<file path="config.mk">
export PLATFORM = sky130hd
export DESIGN_NAME = gpio_shared_port
export DESIGN_NICKNAME = d
export VERILOG_FILES = /design/src/rtl/gpio_port_pkg.sv /design/src/rtl/gpio_port_regs.sv /design/src/rtl/gpio_in_sync.sv /design/src/rtl/gpio_pin_owner.sv /design/src/rtl/gpio_shared_port.sv
export SDC_FILE = /design/constraint.sdc
export NUM_CORES = 1
export LEC_CHECK = 0
export BUFFER_PORTS_ARGS = -buffer_cell sky130_fd_sc_hd__buf_2
export CORE_UTILIZATION = 51
export CTS_BUF_LIST = sky130_fd_sc_hd__clkbuf_2
export CTS_CLUSTER_DIAMETER = 40
export CTS_CLUSTER_SIZE = 28
export DETAILED_ROUTE_END_ITERATION = 10
export HOLD_SLACK_MARGIN = 0.06
export PLACE_DENSITY = 0.83
export SYNTH_ARGS = -nofsm -noshare
export SYNTH_HDL_FRONTEND = slang
export SYNTH_HIERARCHICAL = 1
export SYNTH_SLANG_ARGS = --single-unit
</file>
<file path="constraint.sdc">
create_clock -name clk -period 1.4 [get_ports clk]
set_input_delay 0.21 -clock clk [delete_from_list [all_inputs] [get_ports clk]]
set_output_delay 0.21 -clock clk [all_outputs]
set_load 0.03 [all_outputs]
</file>
<file path="src/rtl/gpio_port_pkg.sv">
package gpio_port_pkg;
  localparam int ADDR_W = 3;
  localparam logic [ADDR_W-1:0] OFS_DATA  = 3'd0;
  localparam logic [ADDR_W-1:0] OFS_DIR   = 3'd1;
  localparam logic [ADDR_W-1:0] OFS_PULL  = 3'd2;
  localparam logic [ADDR_W-1:0] OFS_SLEW  = 3'd3;
  localparam logic [ADDR_W-1:0] OFS_DRIVE = 3'd4;
  localparam int SYNC_STAGES = 2;
endpackage

</file>
<file path="src/rtl/gpio_port_regs.sv">
module gpio_port_regs
  import gpio_port_pkg::*;
#(
  parameter int W = 8
) (
  input  logic              clk,
  input  logic              rst,
  input  logic              wr_en,
  input  logic [ADDR_W-1:0] wr_addr,
  input  logic [W-1:0]      wr_data,
  output logic [W-1:0]      data_q,
  output logic [W-1:0]      dir_q,
  output logic [W-1:0]      pull_q,
  output logic [W-1:0]      slew_q,
  output logic [W-1:0]      drive_q
);
  localparam logic [W-1:0] ALL_ONES = {W{1'b1}};

  always_ff @(posedge clk) begin
    if (rst) begin
      data_q  <= '0;
      dir_q   <= '0;
      pull_q  <= '0;
      slew_q  <= ALL_ONES;
      drive_q <= '0;
    end else if (wr_en) begin
      case (wr_addr)
        OFS_DATA:  data_q  <= wr_data;
        OFS_DIR:   dir_q   <= wr_data;
        OFS_PULL:  pull_q  <= wr_data;
        OFS_SLEW:  slew_q  <= wr_data;
        OFS_DRIVE: drive_q <= wr_data;
        default: ;
      endcase
    end
  end

  assert_reset_defaults_R1: assert property (@(posedge clk) disable iff (rst)
    $past(rst) |-> (data_q == '0 && dir_q == '0 && pull_q == '0 &&
                    slew_q == ALL_ONES && drive_q == '0));

  assert_data_write_R10: assert property (@(posedge clk) disable iff (rst)
    (wr_en && wr_addr == OFS_DATA) |=> data_q == $past(wr_data));

  assert_unused_offset_R2: assert property (@(posedge clk) disable iff (rst)
    (wr_en && wr_addr > OFS_DRIVE) |=>
      ($stable(data_q) && $stable(dir_q) && $stable(pull_q) &&
       $stable(slew_q) && $stable(drive_q)));
endmodule

</file>
<file path="src/rtl/gpio_in_sync.sv">
module gpio_in_sync #(
  parameter int W      = 8,
  parameter int STAGES = 2
) (
  input  logic         clk,
  input  logic         rst,
  input  logic [W-1:0] d,
  output logic [W-1:0] q
);
  logic [W-1:0] chain [STAGES];

  always_ff @(posedge clk) begin
    if (rst) begin
      for (int k = 0; k < STAGES; k++) chain[k] <= '0;
    end else begin
      chain[0] <= d;
      for (int k = 1; k < STAGES; k++) chain[k] <= chain[k-1];
    end
  end

  assign q = chain[STAGES-1];

  assert_first_stage_R6: assert property (@(posedge clk) disable iff (rst)
    1'b1 |=> chain[0] == $past(d));

  generate
    if (STAGES > 1) begin : g_tail
      assert_last_stage_R6: assert property (@(posedge clk) disable iff (rst)
        1'b1 |=> q == $past(chain[STAGES-2]));
    end
  endgenerate
endmodule

</file>
<file path="src/rtl/gpio_pin_owner.sv">
module gpio_pin_owner (
  input  logic latch_bit,
  input  logic dir_bit,
  input  logic alt_claim,
  input  logic alt_val,
  input  logic alt_en,
  input  logic ana_claim,
  input  logic sync_bit,
  output logic pad_val,
  output logic pad_en,
  output logic in_en,
  output logic read_bit
);
  typedef enum logic [1:0] {OWN_GPIO, OWN_ALT, OWN_ANALOG} owner_e;
  owner_e owner;

  always_comb begin
    if (ana_claim)      owner = OWN_ANALOG;
    else if (alt_claim) owner = OWN_ALT;
    else                owner = OWN_GPIO;
  end

  always_comb begin
    case (owner)
      OWN_ANALOG: begin pad_val = 1'b0;      pad_en = 1'b0;    in_en = 1'b0; end
      OWN_ALT:    begin pad_val = alt_val;   pad_en = alt_en;  in_en = 1'b1; end
      default:    begin pad_val = latch_bit; pad_en = dir_bit; in_en = 1'b1; end
    endcase
  end

  assign read_bit = dir_bit ? latch_bit : (in_en & sync_bit);
endmodule

</file>
<file path="src/rtl/gpio_shared_port.sv">
module gpio_shared_port
  import gpio_port_pkg::*;
#(
  parameter int W = 8
) (
  input  logic              clk,
  input  logic              rst,
  input  logic              bus_we,
  input  logic [ADDR_W-1:0] bus_addr,
  input  logic [W-1:0]      bus_wdata,
  output logic [W-1:0]      bus_rdata,
  input  logic [W-1:0]      alt_dig_en,
  input  logic [W-1:0]      alt_out,
  input  logic [W-1:0]      alt_oe,
  input  logic [W-1:0]      ana_en,
  input  logic [W-1:0]      pad_in,
  output logic [W-1:0]      pad_out,
  output logic [W-1:0]      pad_oe,
  output logic [W-1:0]      pad_ie,
  output logic [W-1:0]      pad_pull,
  output logic [W-1:0]      pad_slew,
  output logic [W-1:0]      pad_drive
);
  logic [W-1:0] data_q, dir_q, pull_q, slew_q, drive_q;
  logic [W-1:0] sync_q, rd_pins;

  gpio_port_regs #(.W(W)) u_regs (
    .clk(clk), .rst(rst), .wr_en(bus_we), .wr_addr(bus_addr), .wr_data(bus_wdata),
    .data_q(data_q), .dir_q(dir_q), .pull_q(pull_q), .slew_q(slew_q), .drive_q(drive_q)
  );

  gpio_in_sync #(.W(W), .STAGES(SYNC_STAGES)) u_sync (
    .clk(clk), .rst(rst), .d(pad_in), .q(sync_q)
  );

  generate
    for (genvar i = 0; i < W; i++) begin : g_pin
      gpio_pin_owner u_own (
        .latch_bit(data_q[i]), .dir_bit(dir_q[i]),
        .alt_claim(alt_dig_en[i]), .alt_val(alt_out[i]), .alt_en(alt_oe[i]),
        .ana_claim(ana_en[i]), .sync_bit(sync_q[i]),
        .pad_val(pad_out[i]), .pad_en(pad_oe[i]), .in_en(pad_ie[i]),
        .read_bit(rd_pins[i])
      );
    end
  endgenerate

  assign pad_pull  = pull_q;
  assign pad_slew  = slew_q;
  assign pad_drive = drive_q;

  always_comb begin
    case (bus_addr)
      OFS_DATA:  bus_rdata = rd_pins;
      OFS_DIR:   bus_rdata = dir_q;
      OFS_PULL:  bus_rdata = pull_q;
      OFS_SLEW:  bus_rdata = slew_q;
      OFS_DRIVE: bus_rdata = drive_q;
      default:   bus_rdata = '0;
    endcase
  end

  assert_analog_wins_R7: assert property (@(posedge clk) disable iff (rst)
    (|ana_en) |-> (((pad_oe | pad_ie | pad_out) & ana_en) == '0));

  assert_alt_drives_R4: assert property (@(posedge clk) disable iff (rst)
    (((pad_out ^ alt_out) | (pad_oe ^ alt_oe)) & alt_dig_en & ~ana_en) == '0);

  assert_read_latch_R5: assert property (@(posedge clk) disable iff (rst)
    (bus_addr == OFS_DATA) |-> ((bus_rdata & dir_q) == (data_q & dir_q)));

  assert_analog_read_zero_R8: assert property (@(posedge clk) disable iff (rst)
    (bus_addr == OFS_DATA) |-> ((bus_rdata & ana_en & ~dir_q) == '0));

  assert_input_buffer_on_R9: assert property (@(posedge clk) disable iff (rst)
    (pad_ie | ana_en) == {W{1'b1}});
endmodule

</file>
==> results of run 1 <==
## cell type report
type                            count  area (um2)  share of cell area (%)
Tap cell                           70        87.6                    2.17
Clock buffer                        5        25.0                   0.619
Inverter                            9        33.8                   0.836
Sequential cell                    56        1150                    28.6
Multi-Input combinational cell    204        1570                    38.8
Clock inverter                      3        17.5                   0.434
Timing Repair Buffer              171        1150                    28.6
## layer usage
layer | wire (um) | share of wire [%]
met5 | 0 | 0
met4 | 148 | 1.9
met3 | 433 | 5.6
met2 | 3860 | 50
met1 | 3290 | 43
## state kept, by name, summed over array words and instances (netlist names)
register        cells
u_sync/chain       16
u_regs/dir_q        8
u_regs/pull_q       8
u_regs/drive_q      8
u_regs/data_q       8
u_regs/slew_q       8
## cells in the final DEF (no fill, tap or decap), drive strengths merged
| cell type | Yosys | layout |
|---|---|---|
| clkbuf | 10 | 5 |
| and4b | 1 | 1 |
| clkinv | 0 | 2 |
| a32oi | 8 | 8 |
| dfxtp | 56 | 56 |
| a2bb2oi | 1 | 1 |
| inv | 9 | 10 |
| mux2i | 56 | 56 |
| mux2 | 8 | 8 |
| buf | 16 | 155 |
| nand2 | 1 | 1 |
| a22oi | 7 | 7 |
| nor2 | 41 | 41 |
| nand2b | 40 | 40 |
| nand4bb | 3 | 3 |
| nor2b | 12 | 12 |
| and2b | 7 | 7 |
| nor4bb | 1 | 1 |
| dlygate4sd3 | 0 | 16 |
| a22o | 8 | 8 |
| or4b | 1 | 1 |
| o21ai | 8 | 8 |
| and4bb | 1 | 1 |
## repair_timing
| item | CTS | global route |
|---|---|---|
| setup endpoints to repair | 24 | 31 |
| buffers inserted | 14 | 3 |
| hold buffers | 16 | 0 |
| resized for setup | 43 | 24 |
| hold endpoints to repair | 16 | 0 |
| pin swaps | 11 | 2 |
## metrics by stage
| step | power (mW) | setup TNS [ns] | utilization (%) | setup WS [ns] |
|---|---|---|---|---|
| final | 3.00 | -3.56 | 76.7 | -0.573 |
| after floorplan | 2.08 | 0 | - | 0.00340 |
| after detailed placement | 2.32 | -0.235 | 68.1 | -0.0659 |
| after global placement | 2.31 | -0.129 | 68.1 | -0.0306 |
| after global routing | 3.13 | -5.71 | 76.7 | -0.690 |
| after CTS | 2.99 | -3.39 | 75.6 | -0.559 |
## critical path, cell delays in order (launching register included)
cell	delay (ns)
dfxtp_2	0.43
nor2_1	0.05
a22o_1	0.17
mux2_4	0.26
a32oi_1	0.15
o21ai_1	0.09
buf_4	0.17
## power breakdown
part | internal, mW | total [mW] | switching [mW]
clock | 0.123 | 0.627 | 0.504
combinational | 0.340 | 0.702 | 0.362
sequential | 1.65 | 1.68 | 0.0286
## logic make-up (layout without fill, tap and decap cells)
| family | after synthesis | after routing |
|---|---|---|
| flops | 56 | 56 |
| compound gates | 32 | 32 |
| buf+inv | 35 | 188 |
| simple gates | 108 | 108 |
| mux | 64 | 64 |
## final timing paths
check	from	endpoint	cells past startpoint
max	u_regs/dir_q[6]	bus_rdata[6]	6
min	rst	u_sync/chain[0][4]	3
max reg2reg	u_regs/dir_q[6]	u_regs/dir_q[6]	5
min reg2reg	u_sync/chain[0][6]	u_sync/chain[0][14]	1
==> insert_results.sql, run 1 <==
INSERT INTO impl_metrics (metric_group, metric, value, unit) VALUES
('timing', 'slew_viol_final', '0', ''),
('synthesis', 'synthDistinctLibCells', '27', ''),
('routing', 'drt_iter0_markers', '129', ''),
('global_route', 'grt_antenna_before_repair', '0', ''),
('synthesis', 'main_combinational_cell_family_by_area_after_synthesis', 'multiplexers', ''),
('hold_path', 'min-delay-path-class', 'in2reg', ''),
('power_and_ir_drop', 'leakage_power', '2.03', 'nW'),
('critical_path', 'path_class', 'reg2out', ''),
('layout', 'antennaDiodeCount', '0', ''),
('synthesis', 'synthFlopType', 'dfxtp_1', ''),
('critical_path', 'worst_setup_slack_for_register_to_register_paths', '0.44', 'ns'),
('placement', 'place_area', '3590', 'um2'),
('synthesis', 'synthesis.instances', '295', ''),
('layout', 'post_route_cells_drive_above_1_share', '47.3', '%'),
('synthesis', 'yosys.area_share.xor_xnor', '0', '%'),
('global_route', 'grt_remaining_overflow', '0', ''),
('power_and_ir_drop', 'vdd_ir_drop_max', '0.000553', 'V'),
('placement', 'place_inst', '478', ''),
('floorplanning', 'floorplan.rows', '26', ''),
('floorplanning', 'top_level_i_o_count', '110', ''),
('placement', 'gpl.final_weighted_congestion', '0.877', ''),
('timing', 'timing_worst_slew_pin_value', '0.391', 'ns'),
('timing', 'report.final.hold_viol_count', '0', ''),
('critical_path', 'critical_path_arrival', '1.76', 'ns'),
('routing', 'detail_route.drc_violations', '0', ''),
('global_route', 'grt_start_max_net_pins', '61', ''),
('synthesis', 'synth_largest_type_area_fraction', '39.0', '%'),
('timing', 'slack_of_the_critical_path', '-0.573', 'ns'),
('floorplanning', 'start_util', '54.6', '%'),
('synthesis', 'yosys_reg_bits', '56', ''),
('clock_network', 'clkSinkCount', '56', ''),
('clock_network', 'numCtsBuffers', '5', ''),
('synthesis', 'yosys.area_share.adder', '0', '%'),
('synthesis', 'post_synth_main_area_contributors', 'dfxtp_1 (39%), mux2i_1 (19%), nand2b_1 (8.7%), nor2_1 (5.2%), mux2_4 (4.2%)', ''),
('critical_path', 'critPathLaunchType', 'flip-flop', ''),
('job', 'max_cap_violations', '0', ''),
('floorplanning', 'die-height', '77.1', 'um'),
('layout', 'post-route-cell-area', '4040', 'um2'),
('global_route', 'grt.met3_usage', '4.29', '%'),
('critical_path', 'setup.worst_path.end_class', 'primary output', ''),
('placement', 'io_buffers', '109', ''),
('timing', 'final.min_clock_period', '1.97', 'ns'),
('critical_path', 'critical_path.max_fanout', '4', ''),
('timing', 'finalCritPeriodShare', '141', '%'),
('synthesis', 'yosys_warnings', '6', ''),
('outcome', 'violated_checks', 'negative setup slack', ''),
('routing', 'via_per_inst', '5.14', ''),
('synthesis', 'edff_count_synth', '0', ''),
('floorplanning', 'fp.coreArea', '5270', 'um2'),
('clock_network', 'clk_root_buffer_cell', 'clkbuf_2', ''),
('timing', 'rsz0062_at_grt', 'true', ''),
('routing', 'dr_total_vias', '2661', ''),
('global_route', 'groute.usage.overall', '25.8', '%'),
('floorplanning', 'chipWidth', '77.1', 'um'),
('outcome', 'run_status', 'finished with violations', ''),
('global_route', 'met2_usage', '48.2', '%'),
('synthesis', 'sequential_fraction_of_the_synthesis_area', '39.0', '%'),
('synthesis', 'synth_commonest_cells', 'dfxtp_1 (56), mux2i_1 (56), nand2b_1 (40), nor2_1 (40)', ''),
('synthesis', 'synth.mux.area_fraction', '23.7', '%'),
('timing', 'final.setup_skew', '0.00799', 'ns'),
('routing', 'wirelength', '7.74', 'mm'),
('synthesis', 'share_of_the_synthesized_area_in_compound_gates_ao_oa_aoi_oai', '8.39', '%'),
('routing', 'routedWlPerCell', '14.9', 'um'),
('clock_network', 'insertion_delay', '0.44', 'ns'),
('global_route', 'grt_pass1_wl', '12.1', 'mm'),
('placement', 'hpwl_dp', '5.45', 'mm'),
('timing', 'setup_viol', '16', ''),
('timing', 'final_worst_hold_slack', '0.104', 'ns'),
('clock_network', 'cts.htree.levels', '2', ''),
('routing', 'drt.antenna.violating_nets', '0', ''),
('clock_network', 'tritoncts', 'done', '');
Power figures use the tool's default switching activity.
==> run 2: changes to the inputs <==
--- a/config.mk
+++ b/config.mk
@@ -12,7 +12,7 @@
 export CTS_CLUSTER_SIZE = 28
 export DETAILED_ROUTE_END_ITERATION = 10
 export HOLD_SLACK_MARGIN = 0.06
-export PLACE_DENSITY = 0.83
+export PLACE_DENSITY = 0.89
 export SYNTH_ARGS = -nofsm -noshare
 export SYNTH_HDL_FRONTEND = slang
 export SYNTH_HIERARCHICAL = 1
==> insert_results.sql, run 2 (synthesis gave the netlist of run 1 again) <==
INSERT INTO impl_metrics (metric_group, metric, value, unit) VALUES
('outcome', 'run_status', 'finished with violations', ''),
('outcome', 'violated_checks', 'negative setup slack', ''),
('power_and_ir_drop', 'power.share.clock', '24.5', '%'),
('power_and_ir_drop', 'cell_internal_pwr', '2.27', 'mW'),
('layout', 'register_area', '1150', 'um2'),
('clock_network', 'numCtsBuffers', '5', ''),
('routing', 'via_per_inst', '5.28', ''),
('placement', 'post-place-ws', '-0.0897', 'ns'),
('floorplanning', 'start_util', '54.6', '%'),
('timing', 'timing_worst_slew_pin_value', '0.385', 'ns'),
('routing', 'drt.antenna.violating_nets', '0', ''),
('critical_path', 'cp_data_required_time', '1.19', 'ns'),
('routing', 'routedWlPerCell', '15.7', 'um'),
('clock_network', 'ctsLongestPathBuffers', '2', ''),
('floorplanning', 'chipWidth', '77.1', 'um'),
('floorplanning', 'fp.coreArea', '5270', 'um2'),
('timing', 'rsz0062_at_grt', 'true', ''),
('clock_network', 'clk_root_buffer_cell', 'clkbuf_2', ''),
('layout', 'count_of_fill_cells_added_during_filler_insertion', '368', ''),
('routing', 'drt-pass1-iter-count', '4', ''),
('layout', 'largest_register', 'u_sync/chain', ''),
('power_and_ir_drop', 'vdd_ir_drop_max', '0.000598', 'V'),
('layout', 'antennaDiodeCount', '0', ''),
('clock_network', 'insertion_delay', '0.42', 'ns'),
('power_and_ir_drop', 'leakage_power', '2.02', 'nW'),
('critical_path', 'highest_delay_cell_along_the_critical_path', 'dfxtp_1', ''),
('timing', 'worst_max_slew_margin_expressed_relative_to_the_limit', '74.2', '%'),
('floorplanning', 'fp.dieArea', '5940', 'um2'),
('critical_path', 'critPathLaunchType', 'flip-flop', ''),
('routing', 'dr_total_vias', '2713', ''),
('global_route', 'via_count_of_the_first_global_routing_pass', '2606', ''),
('layout', 'fin_nets', '497', ''),
('layout', 'multi_input_comb_area', '1580', 'um2'),
('timing', 'slew_viol_final', '0', ''),
('layout', 'final_cells', '514', ''),
('routing', 'drt_iter0_markers', '166', ''),
('clock_network', 'tritoncts', 'done', ''),
('timing', 'final.min_clock_period', '2.01', 'ns'),
('placement', 'hpwl_dp', '5.62', 'mm'),
('layout', 'fin_util', '76.8', '%'),
('layout', 'leading_cell_types_in_the_layout_fill_and_taps_excluded', 'buf_2 (86), mux2i_1 (55), buf_4 (55), nand2b_1 (40), dfxtp_1 (40)', ''),
('layout', 'layout-area-overhead-vs-synth', '40.7', '%'),
('timing', 'final.setup_skew', '0.00289', 'ns'),
('routing', 'detail_route.drc_violations', '0', ''),
('global_route', 'grt_antenna_before_repair', '0', ''),
('critical_path', 'setup.worst_path.end_class', 'primary output', ''),
('critical_path', 'crit_chain', 'a22o_1, mux2_4, a32oi_1, o21ai_1, buf_4', ''),
('routing', 'wirelength', '8.09', 'mm'),
('hold_path', 'min-delay-path-class', 'in2reg', ''),
('critical_path', 'path_class', 'reg2out', ''),
('global_route', 'grt_pass1_wl', '12.6', 'mm'),
('clock_network', 'clkSinkCount', '56', ''),
('timing', 'setup_viol', '17', ''),
('critical_path', 'critical_path.max_fanout', '2', ''),
('timing', 'slack_of_the_critical_path', '-0.607', 'ns'),
('timing', 'highest_clock_rate', '498', 'MHz'),
('clock_network', 'cts.htree.levels', '2', ''),
('layout', 'layout.cells.most_common', 'buf_2', ''),
('job', 'max_cap_violations', '0', ''),
('timing', 'post_route_setup_tns', '-3.78', 'ns'),
('layout', 'post_route_cells_drive_above_1_share', '44.8', '%'),
('power_and_ir_drop', 'switching_power', '0.885', 'mW'),
('floorplanning', 'floorplan.rows', '26', ''),
('placement', 'gpl.final_weighted_congestion', '0.850', ''),
('power_and_ir_drop', 'power_frac_comb', '22.7', '%'),
('placement', 'place_inst', '475', ''),
('timing', 'final_worst_hold_slack', '0.220', 'ns'),
('layout', 'largest_register_ff_count', '16', ''),
('clock_network', 'clock_pin_slew_on_the_worst_setup_and_hold_paths', '0.27', 'ns'),
('power_and_ir_drop', 'share_seq_of_total_power', '52.9', '%'),
('timing', 'report.final.hold_viol_count', '0', ''),
('global_route', 'grt_remaining_overflow', '0', ''),
('critical_path', 'critical_path_arrival', '1.80', 'ns'),
('global_route', 'grt_start_max_net_pins', '41', ''),
('global_route', 'groute.usage.overall', '27.3', '%'),
('power_and_ir_drop', 'p_sw_share', '28.0', '%'),
('floorplanning', 'die-height', '77.1', 'um'),
('timing', 'finalCritPeriodShare', '143', '%'),
('placement', 'io_buffers', '109', ''),
('floorplanning', 'top_level_i_o_count', '110', ''),
('critical_path', 'cp_slowest_stage_delay', '0.38', 'ns'),
('power_and_ir_drop', 'power_density', '780', 'nW/um2');
## run 2: cell count changes in the layout (fill, tap and decap cells not counted), sizes merged
cell         previous run  this run
buf                   155       147
bufinv                  0         1
dlygate4sd3            16        20
inv                    10         9
## run 2: power groups by stage
stage,logic (mW),clock network (mW),registers (mW)
finish,0.715,0.773,1.67
detailed placement,0.620,0,1.71
floorplan,0.358,0,1.73
global route,0.758,0.849,1.68
CTS,0.689,0.776,1.67
global placement,0.604,0,1.70
## run 2: worst max-delay path: cells and delay by family, from the launching register on
kind | cells | cell delay, ns
flops | 1 | 0.38
buf+inv | 1 | 0.19
mux | 1 | 0.26
compound gates | 3 | 0.54
## run 2: area by class of cell
type	instances	share of cell area, %
Multi-Input combinational cell	204	39.1
Sequential cell	56	28.5
Timing Repair Buffer	167	27.9
Tap cell	70	2.16
Clock inverter	3	0.928
Inverter	9	0.835
Clock buffer	5	0.618
## run 2: worst paths after layout
kind / startpoint / end / slack [ns] / cells past startpoint
max: u_regs/data_q[6] / bus_rdata[6] / -0.61 / 5
min: bus_we / u_regs/drive_q[3] / 0.22 / 4
max reg2reg: u_regs/dir_q[7] / u_regs/dir_q[7] / 0.55 / 4
min reg2reg: u_sync/chain[0][4] / u_sync/chain[0][12] / 0.47 / 1
## run 2: what timing repair did
item                                    in CTS  in global routing
pin swaps                                    7                  7
hold buffers                                18                  2
endpoints found under the setup margin      24                 25
buffers inserted                             8                  3
hold endpoints to repair                    14                  2
gates resized for setup                     43                 14
## run 2: layer usage
| metal | share of wire, % | GRT usage (%) | wire (um) | vias to the layer above |
|---|---|---|---|---|
| li1 | - | - | - | 1301 |
| met1 | 41 | 33.8 | 3330 | 1265 |
| met2 | 50 | 46.5 | 4050 | 123 |
| met3 | 6.3 | 5.36 | 511 | 24 |
| met4 | 2.5 | 10.4 | 203 | 0 |
| met5 | 0 | 0 | 0 | - |
## run 2: stage by stage
stage / area (um2) / power (mW)
floorplan: 2880 / 2.08
global placement: 3580 / 2.31
detailed placement: 3580 / 2.33
CTS: 3970 / 3.14
global route: 4050 / 3.28
finish: 4050 / 3.16
